### src/rtl/pwd_pkg.sv
package pwd_pkg;
  localparam int NUM_CH = 2;

  typedef enum logic {
    SRC_EXT   = 1'b0,
    SRC_DEMOD = 1'b1
  } src_mode_e;
endpackage

### src/rtl/pwd_sync.sv
module pwd_sync #(
  parameter int   STAGES  = 2,
  parameter logic RST_VAL = 1'b1
) (
  input  logic clk_i,
  input  logic rst_ni,
  input  logic d_i,
  output logic q_o
);
  logic [STAGES-1:0] sr_q;

  always_ff @(posedge clk_i or negedge rst_ni) begin
    if (!rst_ni) sr_q <= {STAGES{RST_VAL}};
    else         sr_q <= {sr_q[STAGES-2:0], d_i};
  end

  assign q_o = sr_q[STAGES-1];
endmodule

### src/rtl/pwd_chan.sv
module pwd_chan #(
  parameter int CNT_W = 16
) (
  input  logic             clk_i,
  input  logic             rst_ni,
  input  logic             src_i,
  input  logic             hold_i,
  input  logic [CNT_W-1:0] cnt_i,
  input  logic             clr_i,
  output logic [CNT_W-1:0] cap_o,
  output logic             irq_o,
  output logic             flag_o,
  output logic             ovr_o
);
  logic prev_q;
  logic rise;

  // hold_i suppresses the edge when the source selection switches
  assign rise = src_i & ~prev_q & ~hold_i;

  always_ff @(posedge clk_i or negedge rst_ni) begin
    if (!rst_ni) begin
      prev_q <= 1'b1;
      cap_o  <= '0;
      irq_o  <= 1'b0;
      flag_o <= 1'b0;
      ovr_o  <= 1'b0;
    end else begin
      prev_q <= src_i;
      irq_o  <= rise;
      if (rise) begin
        cap_o  <= cnt_i;
        flag_o <= 1'b1;
        ovr_o  <= clr_i ? 1'b0 : (ovr_o | flag_o);
      end else if (clr_i) begin
        flag_o <= 1'b0;
        ovr_o  <= 1'b0;
      end
    end
  end
endmodule

### src/rtl/pwd_capture.sv
module pwd_capture
  import pwd_pkg::*;
#(
  parameter int CNT_W       = 16,
  parameter int SYNC_STAGES = 2
) (
  input  logic             clk_i,
  input  logic             rst_ni,
  input  logic             demod_en_i,
  input  logic             pwd_i,
  input  logic             tin0_i,
  input  logic             tin1_i,
  input  logic             tin0_gpio_i,
  input  logic             tin1_gpio_i,
  input  logic             clr0_i,
  input  logic             clr1_i,
  input  logic             ext_irq7_i,
  input  logic             irq7_sep_i,
  output logic [CNT_W-1:0] cap0_o,
  output logic [CNT_W-1:0] cap1_o,
  output logic             irq0_o,
  output logic             irq_ch7_o,
  output logic             irq_alt_o,
  output logic             flag0_o,
  output logic             flag1_o,
  output logic             ovr0_o,
  output logic             ovr1_o
);
  src_mode_e        mode, mode_q;
  logic             mode_chg;
  logic [CNT_W-1:0] cnt_q;
  logic             pwd_s;
  logic [NUM_CH-1:0] tin_raw, tin_s, src, clr, irq, flag, ovr;
  logic [CNT_W-1:0] cap [NUM_CH];

  assign mode     = src_mode_e'(demod_en_i);
  assign mode_chg = (mode != mode_q);

  always_ff @(posedge clk_i or negedge rst_ni) begin
    if (!rst_ni) begin
      cnt_q  <= '0;
      mode_q <= SRC_EXT;
    end else begin
      cnt_q  <= cnt_q + 1'b1;
      mode_q <= mode;
    end
  end

  // pins given to GPIO read as pulled high
  assign tin_raw = {tin1_i | tin1_gpio_i, tin0_i | tin0_gpio_i};
  assign clr     = {clr1_i, clr0_i};

  pwd_sync #(.STAGES(SYNC_STAGES), .RST_VAL(1'b1)) u_sync_pwd (
    .clk_i, .rst_ni, .d_i(pwd_i), .q_o(pwd_s)
  );

  for (genvar g = 0; g < NUM_CH; g++) begin : g_ch
    logic demod_src;

    pwd_sync #(.STAGES(SYNC_STAGES), .RST_VAL(1'b1)) u_sync_tin (
      .clk_i, .rst_ni, .d_i(tin_raw[g]), .q_o(tin_s[g])
    );

    if (g == 0) begin : g_true
      assign demod_src = pwd_s;
    end else begin : g_inv
      assign demod_src = ~pwd_s;
    end

    assign src[g] = (mode == SRC_DEMOD) ? demod_src : tin_s[g];

    pwd_chan #(.CNT_W(CNT_W)) u_chan (
      .clk_i, .rst_ni,
      .src_i  (src[g]),
      .hold_i (mode_chg),
      .cnt_i  (cnt_q),
      .clr_i  (clr[g]),
      .cap_o  (cap[g]),
      .irq_o  (irq[g]),
      .flag_o (flag[g]),
      .ovr_o  (ovr[g])
    );
  end

  assign cap0_o    = cap[0];
  assign cap1_o    = cap[1];
  assign irq0_o    = irq[0];
  assign flag0_o   = flag[0];
  assign flag1_o   = flag[1];
  assign ovr0_o    = ovr[0];
  assign ovr1_o    = ovr[1];
  assign irq_ch7_o = irq[1] | (ext_irq7_i & ~irq7_sep_i);
  assign irq_alt_o = ext_irq7_i & irq7_sep_i;
endmodule

### config.mk
export PLATFORM = sky130hd
export DESIGN_NAME = pwd_capture
export DESIGN_NICKNAME = d
export VERILOG_FILES = /design/src/rtl/pwd_pkg.sv /design/src/rtl/pwd_sync.sv /design/src/rtl/pwd_chan.sv /design/src/rtl/pwd_capture.sv
export SDC_FILE = /design/constraint.sdc
export NUM_CORES = 1
export LEC_CHECK = 0
export ABC_AREA = 1
export BUFFER_PORTS_ARGS = -buffer_cell sky130_fd_sc_hd__buf_2
export CORE_ASPECT_RATIO = 1.25
export CORE_MARGIN = 2
export CORE_UTILIZATION = 54
export CTS_CLUSTER_SIZE = 16
export DETAILED_ROUTE_END_ITERATION = 8
export PLACE_DENSITY_LB_ADDON = 0.3
export SYNTH_ARGS = -nofsm -noshare
export SYNTH_HDL_FRONTEND = slang
export SYNTH_SLANG_ARGS = --single-unit
export TNS_END_PERCENT = 100
### constraint.sdc
create_clock -name clk_i -period 1.7 [get_ports clk_i]
set_clock_uncertainty 0.1 [all_clocks]
set_input_delay 0.17 -clock clk_i [delete_from_list [all_inputs] [get_ports clk_i]]
set_output_delay 0.17 -clock clk_i [all_outputs]
set_load 0.01 [all_outputs]
Word level (Yosys, flattened, before mapping)
Cells that the tools add are included.

$mul: 0. Multiplexer cells: 10. Eq/ne operators: 1. Order comparisons: 0. Add/subtract/negate cells: 1. Bitwise gates (word level): 16. Shift-type cells: 0. Div/mod/pow operators: 0. Reductions and logical operators: 2.

Operators with widths (number): $add 16x1->16 const B (1); $mux 1 (10); $and 1x1->1 (6); $not 1->1 (5); $or 1x1->1 (5); $reduce_bool 2->1 (2); $ne 1x1->1 (1).

Bits in read-only memories: 0. Latch bits: 0. Output and inout port bits: 39. Register bits: 63. Memories: 0. Input port bits: 12. Bits in writable memories: 0.

Logic depth before layout (Yosys ltp)
Gate-level depths: netlist of the first run.

Depth in word-level cells: 5. Mapped depth: 7. Mapped depth without buffers: 6.

Modules after synthesis
A second synthesis of the first run with hierarchy kept.

Cell total of the unflattened synthesis: 272. Area, all modules: 2615.0 sq um.

Modules (own cells, without submodules): pwd_chan (instances 2, area an instance 799.5 sq um, cells an instance 83); pwd_capture (instances 1, area an instance 858.3 sq um, cells an instance 100); pwd_sync (instances 3, area an instance 52.6 sq um, cells an instance 2).

Least setup slack after synthesis of the first run
No wires, ideal clock.

Path kind: register to register. From: reg cnt_q[0]. To: reg cnt_q[8]. Stages on the path, launching flop included: 6. Arrival time: 1.210 ns. Data required time: 1.479 ns. Setup time: 0.121 ns. Clock period less this slack: 1.432 ns. Path buffers: 0. Slack: 0.268 ns. Cell sequence: dfrtp_1 -> ha_1 -> nand3_1 -> nor2_1 -> nand2_1 -> xor2_1.

Cells in the longest elaborated chain, start to end: 1.

RTL lines: from (decl) (RTL line pwd_capture.sv:31) `logic [CNT_W-1:0] cnt_q;`; from (signal assigned) (RTL line pwd_capture.sv:44) `cnt_q <= cnt_q + 1'b1;`; $add 16x1->16 (RTL line pwd_capture.sv:44).

No other way between the ends. A chain may end at the register's enable or synchronous reset.

Worst setup path after layout of the first run
From: in demod_en_i. To: reg g_ch[0].u_chan.cap_o[11].

Cells in the longest elaborated chain, start to end: 3. Elaborated cells between the ends (all ways): 5. Classes of those cells: eq/ne: 1; mux: 1; bitwise: 3.

RTL lines: from (decl) (RTL line pwd_capture.sv:9) `input logic demod_en_i,`; $mux 1 or $ne 1x1->1 (tied branches) (RTL line pwd_capture.sv:70, pwd_capture.sv:37); $and 1x1->1 or $not 1->1 (tied branches) (RTL line pwd_chan.sv:19) `assign rise = src_i & ~prev_q & ~hold_i;`; $and 1x1->1 * (RTL line pwd_chan.sv:19); to (signal assigned) (RTL line pwd_chan.sv:32) `cap_o <= cnt_i;`; to (decl) (RTL line pwd_chan.sv:10) `output logic [CNT_W-1:0] cap_o,`.

Mark *: on every way between the ends. The rest lies on a longest branch, timed or not.

==> summary.txt, run 1 <==
Floorplan
  – Row cnt: 28
  – DIE HEIGHT: 82.42 um
  – # IOs: 51
  – Die span in x: 66.73 um
  – Initial Util: 0.5616
  – Die area: 0.005500 mm^2
  – Core ar.: 0.004730 mm^2

Synth
  – Sequential area share after synthesis: 0.5973
  – Dominant cells by area after synthesis: dfrtp_1, nand2_1, nand4_1
  – Post-Synth XOR/XNOR Area: 0.04004
  – Post-synthesis adder-cell area fraction: 0.004710
  – Largest family of logic cells by synthesized area: simple AND/OR/NAND/NOR gates
  – Simple-gate share of the synthesized area: 0.2817
  – Post-synth ARST share: 1.000
  – Post-synthesis compound-gate area fraction: 0.02261
  – Post-synth EDFFs: 0
  – Avg Cell Area, Syn: 9.590 um^2
  – Multiplexer area fraction after synthesis: 0
  – Top post-synthesis cells by count: nand2_1, dfrtp_1, nand4_1
  – Yosys cell types: 20
  – Post-synthesis cell count: 277
  – Synth warn: 0
  – Top cell type's share of synthesized area: 0.5181
  – Count leader, synth: nand2_1
  – Flops & latches, synth: 63
  – Synth area leader: dfrtp_1
  – Post-Syn Area: 0.002656 mm^2
  – Net count after synthesis: 290
  – Ys flop type: dfrtp_1

Worst hold path
  – Worst hold-check path type: reg -> reg

Route
  – Met1 WL: 2399 um
  – DRC viols: 0
  – Met3 WL: 289 um
  – Post-Route WL: 5706 um
  – Vias: 2164
  – WL met2: 2906 um
  – Post-route antenna net violation count: 0
  – Drt first-iter violations: 163
  – Post-DR wirelength/cell: 13.92 um
  – Vias per cell: 5.278
  – Drt pass-1 iters: 4
  – Top Layer Used: met4

Timing
  – Fin crit share: 0.9385
  – Fmax: 626.8 MHz
  – Fin crit period: 1.595 ns
  – Slew Viols, Final: 0
  – Final Hold Vio Count: 0
  – TNS Setup: 0 ns
  – Unrepaired setup endpoints after global routing: no
  – Least-Margin Pin Slew: 0.3397 ns
  – Max_slew headroom: 0.7735
  – Final setup vio count: 0

Clock tree
  – Total CTS buffers: 9
  – Post-CTS setup buffer count: 0
  – CTS max path bufs: 2
  – CTS tree: done
  – Skew-Pair Late Insertion Delay: 0.34 ns
  – Clock Sinks: 63
  – # resized after CTS: 0
  – H-tree depth: 3
  – Root Buffer: clkbuf_8
  – Worst-path clk slew: 0.06 ns

Worst setup path
  – Crit-path slowest cell: dlygate4sd3_1
  – CP startpoint kind: primary input
  – Crit path cell chain: dlygate4sd3_1, buf_2, xnor2_4, nand3_4, nand2_1, nand2_1
  – Most repeated library cell on the critical path: nand2_1
  – Crit path max fanout: 17
  – Crit Path Class: in -> reg
  – Crit-path max cell delay: 0.53 ns
  – Worst EP arrival: 1.71 ns
  – Setup crit end kind: register
  – Worst EP required: 1.82 ns

GRT
  – First-pass GRT wire length: 9266 um
  – Initial antenna violation count: 0
  – Grt total ovfl: 0
  – Gr usage total: 0.2317
  – Largest net degree at the start of global routing: 64
  – Vias in the first global route: 2040

Power and ir drop
  – Peak supply drop: 0.5713 mV
  – Pwr Density: 1052 mW/mm^2
  – P_leak: 0.001787 uW

Place
  – HPWL after DPL: 3856 um
  – Port Buf Inserts: 50
  – Placer congestion estimate: 0.8791

Layout
  – Nets: 358
  – # fillers: 361
  – Layout overhead on the synthesized area: 25.48%
  – Antenna cells: 0
  – Fin util: 0.7048
  – Layout cells sized above 1: 0.2486

Status
  – Outcome: finished clean

Flow run
  – Max-cap viol count: 0
## logic make-up after synthesis
logic type,after synthesis
flops,63
buf+inv,32
fa+ha+maj,1
xor+xnor,10
compound gates,7
simple gates,164
## per-layer routing
metal / track usage / up-vias
li1: - / 1043
met4: 0.1265 / 0
met1: 0.2865 / 1045
met2: 0.3750 / 68
met3: 0.05556 / 8
met5: 0 / -
## placed cells by master, fill, tap and decap left out
cell / instances
clkbuf_8: 11
buf_4: 5
dfrtp_1: 55
nand2_1: 101
nand3_4: 2
clkbuf_1: 2
dfstp_2: 8
inv_1: 20
buf_2: 50
or2_2: 2
nand4_1: 37
o21bai_1: 1
ha_1: 1
nand3_1: 6
dlygate4sd3_1: 9
o21ai_0: 4
nor2_1: 16
buf_12: 3
bufinv_16: 2
xnor2_4: 1
clkinv_1: 2
xor2_1: 6
xnor2_1: 3
clkinv_2: 1
o21ai_4: 2
## cell type report
| type | instances | area (um^2) | share of cell area |
|---|---|---|---|
| sequential | 63 | 1587 | 0.4760 |
| multi-input combinational | 182 | 927.1 | 0.2782 |
| timing repair buffer | 67 | 437.9 | 0.1314 |
| clock buffer | 13 | 158.9 | 0.04767 |
| inverter | 22 | 82.58 | 0.02477 |
| tap | 60 | 75.07 | 0.02252 |
| clock inverter | 3 | 65.06 | 0.01952 |
## what timing repair did
item | in CTS | in global routing
endpoints found under the setup margin | 0 | 3
hold endpoints to repair | 63 | 0
hold buffers | 9 | 0
## worst paths after layout
path                            slack, ns                  startpoint  cells after the start                          to
worst max register to register       0.21                    cnt_q[0]                      6                   cnt_q[10]
worst min register to register       0.26  g_ch[0].u_sync_tin.sr_q[0]                      0  g_ch[0].u_sync_tin.sr_q[1]
worst max-delay path                 0.10                  demod_en_i                      6    g_ch[0].u_chan.cap_o[11]
min in group asynchronous            0.28                      rst_ni                      3     g_ch[0].u_chan.cap_o[5]
worst min-delay path                 0.26  g_ch[0].u_sync_tin.sr_q[0]                      0  g_ch[0].u_sync_tin.sr_q[1]
max in group asynchronous            0.91                      rst_ni                      3       g_ch[1].u_chan.prev_q
## sequential cells by signal (all words and copies together), names as in the netlist
register	cells
g_ch.u_chan.flag_o	2
cnt_q	16
g_ch.u_chan.irq_o	2
g_ch.u_chan.ovr_o	2
g_ch.u_chan.prev_q	2
mode_q	1
g_ch.u_chan.cap_o	32
g_ch.u_sync_tin.sr_q	4
u_sync_pwd.sr_q	2
## stage by stage
| stage | instances | cell area (um^2) | total power, uW | hold slack, ns | worst slack [ns] |
|---|---|---|---|---|---|
| 2_1_floorplan | 277 | 2656 | 1883 | -0.2256 | 0.2682 |
| 3_3_place_gp | 385 | 3019 | 2052 | 0.1032 | 0.2515 |
| 3_5_place_dp | 385 | 3019 | 2068 | 0.1060 | 0.2189 |
| 4_1_cts | 410 | 3333 | 3527 | 0.2565 | 0.05794 |
| 5_1_grt | 410 | 3333 | 3636 | 0.2604 | 0.005911 |
| 6_report | 410 | 3333 | 3505 | 0.2562 | 0.1046 |
## report_power, final
part | total (uW) | leakage [uW] | internal, uW | switching [uW]
combinational | 408 | 0.000860 | 160 | 248
clock | 1460 | 0.000114 | 905 | 550
sequential | 1640 | 0.000813 | 1600 | 43.4
total | 3510 | 0.00179 | 2660 | 842
## critical path, delay by kind of cell
kind          cells  cell delay [ns]
buf+inv           2             0.74
simple gates      3             0.45
xor+xnor          1             0.35
(Power assumes the default switching activity.)
==> run 2, diff against run 1 <==
Settings changed: SETUP_SLACK_MARGIN from default to 0.4, SLEW_MARGIN from default to 5.
==> summary.txt, run 2 (synthesis gave the netlist of run 1 again) <==
Flow run
  – Max-cap viol count: 0

Worst setup path
  – R2R setup slack: 0.25 ns
  – Setup crit end kind: register
  – Worst EP arrival: 1.64 ns
  – Crit path max fanout: 11
  – Family with the most delay on the worst path: flip-flops
  – Crit-path slowest cell: dfstp_2
  – Crit-path max cell delay: 0.53 ns
  – Crit Path Class: reg -> reg
  – Worst reg2reg path endpoint: g_ch[0].u_chan.cap_o[5]
  – Reg2Reg Depth: 6
  – Crit path cell chain: inv_2, o21ai_4, buf_12, buf_8, nand4_1, nand2_1
  – Buf/Inv on CP: 3
  – Worst EP required: 1.89 ns
  – CP startpoint kind: register
  – Worst reg2reg startpoint: g_ch[0].u_sync_tin.sr_q[1]

Floorplan
  – # IOs: 51
  – Core ar.: 0.004730 mm^2
  – Initial Util: 0.5616
  – Die area: 0.005500 mm^2
  – DIE HEIGHT: 82.42 um
  – Row cnt: 28
  – Die span in x: 66.73 um

Clock tree
  – Root Buffer: clkbuf_8
  – CTS tree: done
  – Worst-path clk slew: 0.07 ns
  – Skew-Pair Late Insertion Delay: 0.35 ns
  – CTS max path bufs: 2
  – Total CTS buffers: 9
  – Clock Sinks: 63
  – H-tree depth: 3

GRT
  – GRT met3 Usage: 0.08130
  – Initial antenna violation count: 0
  – Busiest grt layer: met2
  – Largest net degree at the start of global routing: 64
  – Vias in the first global route: 2410
  – Grt total ovfl: 0
  – M2 GR Usage: 0.4940
  – Gr usage total: 0.2897
  – First-pass GRT wire length: 11360 um
  – Met1 GRT Util: 0.3178

Power and ir drop
  – Pwr Density: 944.6 mW/mm^2
  – Clock power frac: 0.389
  – P_leak: 0.001966 uW
  – Int Power: 2645 uW
  – Sw Pwr: 947.6 uW
  – Sw Ratio: 0.2637
  – Peak supply drop: 0.8263 mV
  – Comb power frac: 0.150
  – Sequential Power Share: 0.461

Layout
  – Nets: 388
  – Commonest non-fill, non-tap cell in the layout: nand2_1
  – Antenna cells: 0
  – Largest register by flop count: g_ch.u_chan.cap_o
  – # fillers: 277
  – Fin area: 0.003804 mm^2
  – Layout overhead on the synthesized area: 43.19%
  – Most frequent cells in the layout: nand2_1, buf_2, dfrtp_1
  – Layout cells sized above 1: 0.4000
  – Non-Filler Instances: 440
  – Biggest regs: g_ch.u_chan.cap_o x32, cnt_q x16, g_ch.u_sync_tin.sr_q x4
  – Max reg flops: 32

Timing
  – Fin crit period: 1.452 ns
  – Setup WS post-layout: 0.2481 ns
  – TNS Setup: 0 ns
  – Max_slew headroom: 0.7851
  – Final setup vio count: 0
  – Final Hold Vio Count: 0
  – Fmax: 688.8 MHz
  – Unrepaired setup endpoints after global routing: yes
  – Least-Margin Pin Slew: 0.3223 ns
  – Slew Viols, Final: 0
  – Fin crit share: 0.8540

Route
  – DRC viols: 0
  – Vias per cell: 5.839
  – Post-Route WL: 8005 um
  – Drt pass-1 iters: 5
  – Vias: 2569
  – Post-DR wirelength/cell: 18.19 um
  – Drt first-iter violations: 339
  – Post-route antenna net violation count: 0

Place
  – Pre-CTS setup slack: 0.1338 ns
  – DP Area: 0.003022 mm^2
  – Port Buf Inserts: 50
  – Cells after DPL: 387
  – HPWL after DPL: 3920 um
  – Placer congestion estimate: 0.8435

Status
  – Outcome: finished clean

Worst hold path
  – Worst hold-check path type: in -> async
==> run 2: changes by cell type in the layout (fill, tap and decap cells not counted), sizes merged <==
cell	before	now
nand3	8	13
buf	58	83
clkinv	3	2
clkinvlp	0	1
==> run 2: what timing repair did <==
item,CTS,global route
endpoints found under the setup margin,45,49
hold buffers,9,0
setup buffers,16,7
pin swaps,16,17
endpoints found under the hold margin,63,0
gates resized for setup,28,34
gates cloned,4,1
==> run 2: through the flow <==
step / util / total power, uW / hold WS [ns]
finish: 0.8042 / 3593 / 0.2563
global placement: 0.6389 / 2053 / 0.1040
CTS: 0.7646 / 3544 / 0.2325
detailed placement: 0.6389 / 2067 / 0.1051
floorplan: - / 1888 / -0.2256
global route: 0.8042 / 3732 / 0.2609
==> run 2: worst max path at each step <==
stage | cells past startpoint | end | startpoint | slack [ns]
after global routing | 7 | g_ch[0].u_chan.ovr_o | g_ch[0].u_sync_tin.sr_q[1] | 0.22
after floorplan | 6 | g_ch[0].u_chan.cap_o[0] | g_ch[0].u_sync_tin.sr_q[1] | 0.31
after global placement | 5 | g_ch[0].u_chan.cap_o[15] | g_ch[0].u_sync_tin.sr_q[1] | 0.20
after detailed placement | 5 | g_ch[0].u_chan.cap_o[14] | g_ch[0].u_sync_tin.sr_q[1] | 0.13
after CTS | 5 | g_ch[0].u_chan.cap_o[11] | mode_q | 0.35
final | 6 | g_ch[0].u_chan.cap_o[5] | g_ch[0].u_sync_tin.sr_q[1] | 0.25
==> run 2: power by group through the flow <==
stage          sequential, uW  combinational (uW)  clock (uW)
6_report                 1660                 540        1400
5_1_grt                  1660                 582        1490
4_1_cts                  1650                 498        1400
3_5_place_dp             1670                 394           0
3_3_place_gp             1670                 385           0
2_1_floorplan            1710                 179           0
==> run 2: final cells by class <==
class	instances	area, um^2	area share
inverter	22	88.84	0.02336
tap	60	75.07	0.01974
clock buffer	13	138.9	0.03651
multi-input combinational	187	1150	0.3023
timing repair buffer	92	686.9	0.1806
clock inverter	3	67.56	0.01776
sequential	63	1597	0.4197
==> run 2: tightest hold or removal path, delay by kind of cell <==
kind | cells | cell delay, ns
buffers and inverters | 3 | 0.94
==> run 2: layer usage <==
metal  routed length (um)  part of all wire
met4                  371             0.046
met2                 4179              0.52
met1                 2867              0.36
met3                  587             0.073
met5                    0                 0
==> run 3, diff against run 2 <==
Settings changed: PLACE_DENSITY_LB_ADDON 0.3 to 0.15.
==> summary.txt, run 3 (synthesis gave the netlist of run 1 again) <==
Timing
  – Unrepaired setup endpoints after global routing: yes
  – Least-Margin Pin Slew: 0.5108 ns
  – Fin crit period: 1.418 ns
  – Max_slew headroom: 0.6594
  – Final setup vio count: 0
  – Fmax: 705.2 MHz
  – TNS Setup: 0 ns
  – Slew Viols, Final: 0
  – Final Hold Vio Count: 0
  – Fin crit share: 0.8342
  – WHS: 0.2304 ns

Route
  – Post-DR wirelength/cell: 16.05 um
  – Post-Route WL: 6997 um
  – DRC viols: 0
  – Post-route antenna net violation count: 0
  – Drt pass-1 iters: 5
  – Drt first-iter violations: 265
  – Vias: 2378
  – Vias per cell: 5.454

Worst setup path
  – R2R setup slack: 0.28 ns
  – Worst reg2reg path endpoint: g_ch[1].u_chan.cap_o[7]
  – Worst EP arrival: 1.54 ns
  – Crit path from: mode_q
  – Reg2Reg Depth: 6
  – CP startpoint kind: register
  – Worst EP required: 1.82 ns
  – Crit path max fanout: 8
  – Setup crit end kind: register
  – Worst reg2reg startpoint: mode_q
  – Crit Path Class: reg -> reg

Power and ir drop
  – Sequential Power Share: 0.461
  – Sw Ratio: 0.2615
  – Comb power frac: 0.151
  – Sw Pwr: 936.4 uW
  – Pwr Density: 962.1 mW/mm^2
  – Peak supply drop: 1.168 mV
  – Clock power frac: 0.388
  – P_leak: 0.001914 uW
  – Int Power: 2644 uW

GRT
  – Largest net degree at the start of global routing: 28
  – Vias in the first global route: 2218
  – Initial antenna violation count: 0
  – First-pass GRT wire length: 10670 um
  – Grt total ovfl: 0
  – Gr usage total: 0.2709

Clock tree
  – Worst-path clk slew: 0.07 ns
  – H-tree depth: 3
  – CTS tree: done
  – Total CTS buffers: 9
  – Skew-Pair Late Insertion Delay: 0.34 ns
  – Root Buffer: clkbuf_8
  – CTS max path bufs: 2
  – Clock Sinks: 63

Floorplan
  – Die span in x: 66.73 um
  – Row cnt: 28
  – # IOs: 51
  – Initial Util: 0.5616
  – Die area: 0.005500 mm^2
  – DIE HEIGHT: 82.42 um
  – Core ar.: 0.004730 mm^2

Flow run
  – Max-cap viol count: 0

Layout
  – Most frequent cells in the layout: nand2_1, buf_2, dfrtp_1
  – Commonest non-fill, non-tap cell in the layout: nand2_1
  – Max reg flops: 32
  – Antenna cells: 0
  – # fillers: 307
  – Nets: 384
  – Biggest regs: g_ch.u_chan.cap_o x32, cnt_q x16, g_ch.u_sync_tin.sr_q x4
  – Layout overhead on the synthesized area: 40.08%
  – Layout cells sized above 1: 0.3963
  – Largest register by flop count: g_ch.u_chan.cap_o

Place
  – HPWL after DPL: 3880 um
  – Port Buf Inserts: 50
  – Placer congestion estimate: 0.8117

Worst hold path
  – Worst hold-check path type: in -> async

Status
  – Outcome: finished clean
==> run 3: routing by layer <==
layer	share of wire	GRT usage
met2	0.53	0.4520
met5	0	0
met3	0.062	0.08401
met4	0.024	0.1122
met1	0.38	0.3255
==> run 3: worst max path at each step <==
stage	cells past startpoint	end	slack [ns]
2_1_floorplan	6	g_ch[0].u_chan.cap_o[0]	0.31
3_3_place_gp	5	cnt_q[10]	0.28
3_5_place_dp	5	cnt_q[8]	0.23
4_1_cts	7	g_ch[1].u_chan.cap_o[6]	0.36
5_1_grt	6	g_ch[1].u_chan.cap_o[7]	0.26
6_report	6	g_ch[1].u_chan.cap_o[7]	0.28
==> run 3: power by group through the flow <==
stage               combinational [uW]  clock [uW]  sequential [uW]
floorplan                          179           0             1710
global placement                   381           0             1670
detailed placement                 389           0             1670
CTS                                503        1400             1650
global route                       590        1480             1660
finish                             542        1390             1650
==> run 3: area by class of cell <==
class / count / area, um^2 / area share
clock buffers: 9 / 123.9 / 0.03329
multi-input cells: 186 / 1092 / 0.2935
flip-flops and latches: 63 / 1597 / 0.4291
well taps: 60 / 75.07 / 0.02017
repair buffers: 89 / 656.9 / 0.1765
inverters: 22 / 88.84 / 0.02387
clock inverters: 7 / 87.58 / 0.02354
==> run 3: through the flow <==
stage | instances | instance area (um^2) | util | total power, uW | worst slack [ns]
floorplan | 277 | 2678 | - | 1888 | 0.3131
global placement | 386 | 3014 | 0.6373 | 2050 | 0.2756
detailed placement | 386 | 3014 | 0.6373 | 2059 | 0.2298
CTS | 431 | 3623 | 0.7661 | 3549 | 0.3568
global route | 436 | 3721 | 0.7868 | 3727 | 0.2622
finish | 436 | 3721 | 0.7868 | 3580 | 0.2819
==> run 3: timing repair <==
action,in CTS,in global routing
endpoints found under the setup margin,44,47
buffers inserted,15,5
gates cloned,5,0
hold endpoints to repair,21,0
gates resized for setup,32,21
hold buffers,9,0
pin swaps,8,6
==> run 3: worst max-delay path, stage by stage, from the launching register on <==
cell and delay [ns]:
dfrtp_2 0.44, xnor2_4 0.20, buf_12 0.15, buf_4 0.13, nand3_4 0.13, nand2_2 0.09, nand2_1 0.06
